`config.mk`:
```
export PLATFORM = sky130hd
export DESIGN_NAME = packed_mac_wide
export DESIGN_NICKNAME = d
export VERILOG_FILES = /design/src/rtl/pmac_pkg.sv /design/src/rtl/pmac_lane.sv /design/src/rtl/pmac_sat.sv /design/src/rtl/packed_mac_wide.sv
export SDC_FILE = /design/constraint.sdc
export NUM_CORES = 2
export LEC_CHECK = 0
export ABC_CLOCK_PERIOD_IN_PS = 28400
export BUFFER_PORTS_ARGS = -buffer_cell sky130_fd_sc_hd__buf_4
export CAP_MARGIN = 20
export CORE_MARGIN = 2
export CORE_UTILIZATION = 58
export DETAILED_ROUTE_END_ITERATION = 16
export HOLD_SLACK_MARGIN = 0.05
export PLACE_DENSITY_LB_ADDON = 0.3
export SLEW_MARGIN = 15
export SYNTH_ARGS = -nofsm -noshare
export SYNTH_HDL_FRONTEND = slang
export SYNTH_SLANG_ARGS = --single-unit
```
`constraint.sdc`:
```
create_clock -name clk -period 28.4 [get_ports clk]
set_input_delay 5.68 -clock clk [delete_from_list [all_inputs] [get_ports clk]]
set_output_delay 5.68 -clock clk [all_outputs]
set_load 0.02 [all_outputs]
```
`src/rtl/pmac_pkg.sv`:
```
package pmac_pkg;
    typedef enum logic {
        CLR_ZERO = 1'b0,
        CLR_LOAD = 1'b1
    } clr_mode_e;
endpackage

```
`src/rtl/pmac_lane.sv`:
```
module pmac_lane #(
    parameter int LANE_W = 16,
    parameter int ACC_W  = 48
) (
    input  logic [LANE_W-1:0] a,
    input  logic [LANE_W-1:0] b,
    input  logic [ACC_W-1:0]  acc_in,
    output logic [ACC_W-1:0]  prod_ext,
    output logic [ACC_W-1:0]  sum
);
    localparam int PROD_W = 2 * LANE_W;
    localparam int EXT_W  = ACC_W - PROD_W;

    logic signed [PROD_W-1:0] prod;

    always_comb begin
        prod     = $signed(a) * $signed(b);
        prod_ext = {{EXT_W{prod[PROD_W-1]}}, prod};
        sum      = acc_in + prod_ext;
    end

    initial begin
        a_r8_guard_bits: assert (ACC_W > PROD_W)
            else $error("slice too narrow for product");
    end
endmodule

```
`src/rtl/pmac_sat.sv`:
```
module pmac_sat #(
    parameter int LANE_W = 16,
    parameter int ACC_W  = 48
) (
    input  logic [ACC_W-1:0]  slice,
    output logic [LANE_W-1:0] q
);
    localparam logic [ACC_W-1:0] HI_LIM = {{(ACC_W-LANE_W+1){1'b0}}, {(LANE_W-1){1'b1}}};
    localparam logic [ACC_W-1:0] LO_LIM = {{(ACC_W-LANE_W+1){1'b1}}, {(LANE_W-1){1'b0}}};

    always_comb begin
        if ($signed(slice) > $signed(HI_LIM))
            q = HI_LIM[LANE_W-1:0];
        else if ($signed(slice) < $signed(LO_LIM))
            q = LO_LIM[LANE_W-1:0];
        else
            q = slice[LANE_W-1:0];
    end
endmodule

```
`src/rtl/packed_mac_wide.sv`:
```
module packed_mac_wide #(
    parameter int LANES  = 4,
    parameter int LANE_W = 16,
    parameter int ACC_W  = 48
) (
    input  logic                     clk,
    input  logic                     rst_n,
    input  logic                     in_valid,
    input  logic                     acc_clr,
    input  logic                     clr_load,
    input  logic [LANES*LANE_W-1:0]  op_a,
    input  logic [LANES*LANE_W-1:0]  op_b,
    output logic [LANES*ACC_W-1:0]   acc_out,
    output logic [LANES*LANE_W-1:0]  packed_out,
    output logic                     out_valid
);
    import pmac_pkg::*;

    localparam int TOT_W = LANES * ACC_W;

    typedef struct packed {
        logic [TOT_W-1:0] acc;
        logic             vld;
    } state_t;

    state_t    st_d, st_q;
    clr_mode_e mode;

    logic [ACC_W-1:0] prod_ext [LANES];
    logic [ACC_W-1:0] sum      [LANES];

    assign mode = clr_mode_e'(clr_load);

    for (genvar g = 0; g < LANES; g++) begin : g_lane
        pmac_lane #(.LANE_W(LANE_W), .ACC_W(ACC_W)) u_lane (
            .a        (op_a[g*LANE_W +: LANE_W]),
            .b        (op_b[g*LANE_W +: LANE_W]),
            .acc_in   (st_q.acc[g*ACC_W +: ACC_W]),
            .prod_ext (prod_ext[g]),
            .sum      (sum[g])
        );

        pmac_sat #(.LANE_W(LANE_W), .ACC_W(ACC_W)) u_sat (
            .slice (st_q.acc[g*ACC_W +: ACC_W]),
            .q     (packed_out[g*LANE_W +: LANE_W])
        );

        // an unclamped readback lane equals its slice
        a_r7_readback: assert property (@(posedge clk) disable iff (!rst_n)
            (packed_out[g*LANE_W +: LANE_W] != {1'b0, {(LANE_W-1){1'b1}}} &&
             packed_out[g*LANE_W +: LANE_W] != {1'b1, {(LANE_W-1){1'b0}}})
            |-> ({{(ACC_W-LANE_W){packed_out[g*LANE_W+LANE_W-1]}},
                  packed_out[g*LANE_W +: LANE_W]} == acc_out[g*ACC_W +: ACC_W]));
    end

    always_comb begin
        st_d     = st_q;
        st_d.vld = in_valid;
        for (int i = 0; i < LANES; i++) begin
            if (acc_clr) begin
                if (mode == CLR_LOAD && in_valid)
                    st_d.acc[i*ACC_W +: ACC_W] = prod_ext[i];
                else
                    st_d.acc[i*ACC_W +: ACC_W] = '0;
            end else if (in_valid) begin
                st_d.acc[i*ACC_W +: ACC_W] = sum[i];
            end
        end
    end

    always_ff @(posedge clk) begin
        if (!rst_n)
            st_q <= '0;
        else
            st_q <= st_d;
    end

    assign acc_out   = st_q.acc;
    assign out_valid = st_q.vld;

    a_r3_valid_follows: assert property (@(posedge clk) disable iff (!rst_n)
        in_valid |=> out_valid);

    a_r3_valid_drops: assert property (@(posedge clk) disable iff (!rst_n)
        !in_valid |=> !out_valid);

    a_r4_hold: assert property (@(posedge clk) disable iff (!rst_n)
        (!in_valid && !acc_clr) |=> $stable(acc_out));

    a_r5_clear_zero: assert property (@(posedge clk) disable iff (!rst_n)
        (acc_clr && !clr_load) |=> (acc_out == '0));

    a_r6_load_idle_zero: assert property (@(posedge clk) disable iff (!rst_n)
        (acc_clr && clr_load && !in_valid) |=> (acc_out == '0));
endmodule

```
==> metrics.txt <==
Detailed Route Iter0 Violations=3,308; vias=48,300; Mapped Nets=8,469; ys async rst share=0%; ports placed on the boundary=390; area growth from synthesis to final layout=7.37%; post-detailed-route via-to-cell ratio=5.87; critical path data required time=28.77 ns; number of buffers between clock root and the deepest sink=2; run status=complete, no violations; fin crit share=50.3%; post-synthesis register bit count=193; end-of-flow core utilization=62.9%; number of sinks on the clock net=193; CP most frequent cell=sky130_fd_sc_hd__fa_1; number of distinct library cells after synthesis=103; floorplan die width=320 um; Cells after Synth=6,760; clk_lat worst skew=0.48 ns; placer's final routability congestion estimate=0.939; crit path max fanout=17; Final Hold Vio Count=0; f_max=0.0700 GHz; all-layer global routing usage=32.2%; # port buffers=389; cell taking the most area after synthesis=sky130_fd_sc_hd__fa_1; Max H-tree Level=4; total of max-cap violations=0; detailed placement HPWL=129 mm; number of endpoints failing setup at the final stage=0; worst-margin pin slew=1.12 ns; vias in the first global route=50,000; average footprint of a synthesized cell=8.55 um2; max-slew violations=0; CTS tree=yes; capturing element type of the critical path=register; buffers inserted during post-CTS setup optimization=0; top cells by area in the synthesized netlist=sky130_fd_sc_hd__fa_1 36%, sky130_fd_sc_hd__ha_1 11%, sky130_fd_sc_hd__inv_1 8.0%, sky130_fd_sc_hd__dfxtp_1 6.7%, sky130_fd_sc_hd__and2_1 5.6%; Inserted Clock Buffers=17; CP arrival=14.65 ns; cell area after synthesis=57,800 um2; DRC errors left=0; DIE AREA=102,000 um2; most frequently used flop master after synthesis=sky130_fd_sc_hd__dfxtp_1; type of the tightest min-delay check=reg -> reg; cell at the slowest stage of the critical path=sky130_fd_sc_hd__fa_1; clock slew at reported path FFs=0.08 ns; final layout net count=8,642; CP Launch Type=input port; register cell area after layout=3860 um2; count of flip-flops with a built-in enable after synthesis=0; Cell Rows=115; setup repair after global routing missed its margin=no; overall overflow remaining after global route=0; Pre-antenna DRT Iters=6; setup tns final=0 ns; Resized cells post-CTS=0; layout cells sized above 1=7.89%; fill count=8,493; Post-CTS Hold Fix Bufs=0; number of antenna violations at the first check in global routing=5; routed wirelength normalized by instance count=19.4 um; maximum number of pins on one net before global-route repair=82; Ys Warns=0; area of the multi-input gates=48,300 um2; Synth top area share=36.5%; worst slack, placed=13.75 ns; minimum clock period after layout=14.28 ns; relative slew slack=24.9%; worst hold slack=0.554 ns; Worst Skew=0.0223 ns; final antenna-violating net count=0; final setup slack of the worst path=14.12 ns; Seq/Total Area, Yosys=6.69%; die height=320 um; slowest stage delay, CP=0.88 ns; Routed Wire Length=160 mm; worst setup path category=in -> reg; placeable core region=98,600 um2; first-pass GRT wire length=263 mm; root buffer cell=sky130_fd_sc_hd__clkbuf_16; starting utilization of the core area=58.6%
[Yosys cell counts (14+ instances only)]
library cell	n
sky130_fd_sc_hd__o21bai_1	46
sky130_fd_sc_hd__dfxtp_1	193
sky130_fd_sc_hd__and2_1	513
sky130_fd_sc_hd__nand2_1	711
sky130_fd_sc_hd__fa_1	1052
sky130_fd_sc_hd__nand2b_1	48
sky130_fd_sc_hd__o21ai_0	218
sky130_fd_sc_hd__nor3_1	41
sky130_fd_sc_hd__a21o_1	165
sky130_fd_sc_hd__ha_1	524
sky130_fd_sc_hd__o211a_1	14
sky130_fd_sc_hd__o21a_1	33
sky130_fd_sc_hd__inv_1	1227
sky130_fd_sc_hd__and3_1	27
sky130_fd_sc_hd__nor2b_1	42
sky130_fd_sc_hd__a31oi_1	36
sky130_fd_sc_hd__a21oi_1	338
sky130_fd_sc_hd__nor4_1	38
sky130_fd_sc_hd__o21ai_1	23
sky130_fd_sc_hd__clkbuf_1	236
sky130_fd_sc_hd__a211oi_1	39
sky130_fd_sc_hd__o2bb2ai_1	15
sky130_fd_sc_hd__o221a_2	39
sky130_fd_sc_hd__nand4_1	63
sky130_fd_sc_hd__xor2_1	108
sky130_fd_sc_hd__a221o_1	14
sky130_fd_sc_hd__o31ai_1	15
sky130_fd_sc_hd__mux2i_1	28
sky130_fd_sc_hd__nor2_1	393
sky130_fd_sc_hd__xnor2_1	207
sky130_fd_sc_hd__nand3_1	47
sky130_fd_sc_hd__a221oi_1	23
[layout make-up]
type / count / share of cell area, %
Antenna cell: 1 / 0.00403
Clock buffer: 19 / 0.714
Clock inverter: 13 / 0.190
Inverter: 1230 / 7.45
Multi-Input combinational cell: 5082 / 77.9
Sequential cell: 193 / 6.23
Tap cell: 1287 / 2.60
Timing Repair Buffer: 409 / 4.95
[metal layers]
layer / global-route usage, % / vias up / part of all wire, %
li1: - / 21900 / -
met1: 43.4 / 24300 / 41
met2: 53.2 / 1805 / 47
met3: 4.74 / 307 / 7.7
met4: 11.0 / 2 / 3.7
met5: 0 / - / 0.0050
[critical path, delay by kind of cell]
kind	cells	cell delay [ns]
AOI/OAI and AO/OA	13	2.88
adders and majority gates	8	4.29
and+or+nand+nor	5	0.60
xor gates and xnor gates	2	0.29
buffers and inverters	5	0.87
[flip-flops by register name (all words and copies together) (netlist names)]
name and cells:
acc_out 192, out_valid 1
[per-stage QoR]
| step | std cells | cell area (um2) |
|---|---|---|
| global placement | 8201 | 61500 |
| floorplan | 6760 | 57800 |
| finish | 8234 | 62000 |
| detailed placement | 8201 | 61500 |
| CTS | 8233 | 62000 |
| global route | 8233 | 62000 |
[path summary, 6_finish.rpt]
path	start	to	slack [ns]	cells past startpoint
max reg2reg	acc_out[144]$_SDFFE_PN0P_	acc_out[184]$_SDFFE_PN0P_	24.40	14
max	op_b[17]	acc_out[93]$_SDFFE_PN0P_	14.12	33
min reg2reg	acc_out[58]$_SDFFE_PN0P_	acc_out[58]$_SDFFE_PN0P_	0.55	2
min	acc_out[58]$_SDFFE_PN0P_	acc_out[58]$_SDFFE_PN0P_	0.55	2
[layout by cell type (no fill, tap or decap), types with 33 or more instances in the layout]
master,n
sky130_fd_sc_hd__nand2b_1,48
sky130_fd_sc_hd__nor4_1,38
sky130_fd_sc_hd__nand2_1,711
sky130_fd_sc_hd__buf_4,409
sky130_fd_sc_hd__a211oi_1,39
sky130_fd_sc_hd__o221a_2,39
sky130_fd_sc_hd__nand3_1,47
sky130_fd_sc_hd__and2_1,513
sky130_fd_sc_hd__a21oi_1,338
sky130_fd_sc_hd__fa_1,1052
sky130_fd_sc_hd__o21ai_0,218
sky130_fd_sc_hd__a21o_1,165
sky130_fd_sc_hd__xor2_1,108
sky130_fd_sc_hd__inv_1,1227
sky130_fd_sc_hd__nor3_1,41
sky130_fd_sc_hd__dfxtp_1,193
sky130_fd_sc_hd__ha_1,524
sky130_fd_sc_hd__nor2b_1,42
sky130_fd_sc_hd__o21a_1,33
sky130_fd_sc_hd__a31oi_1,36
sky130_fd_sc_hd__nor2_1,391
sky130_fd_sc_hd__o21bai_1,46
sky130_fd_sc_hd__xnor2_1,207
sky130_fd_sc_hd__nand4_1,63
[cell families (layout without fill, tap and decap cells)]
kind of cell             Yosys count  in the layout  share of synthesized area, %
AND/OR/NAND/NOR                 1981           1981                          16.6
XOR/XNOR                         316            316                          4.81
adder cells (fa/ha/maj)         1576           1576                          47.8
buffers and inverters           1485           1671                          9.74
other                              0              1                             0
flip-flops                       193            193                          6.69
AO/OA/AOI/OAI                   1172           1172                          13.7
multiplexers                      37             37                         0.660
Power is not shown: default switching activity piles up to over one toggle a cycle in this logic, so the estimate is an artifact.
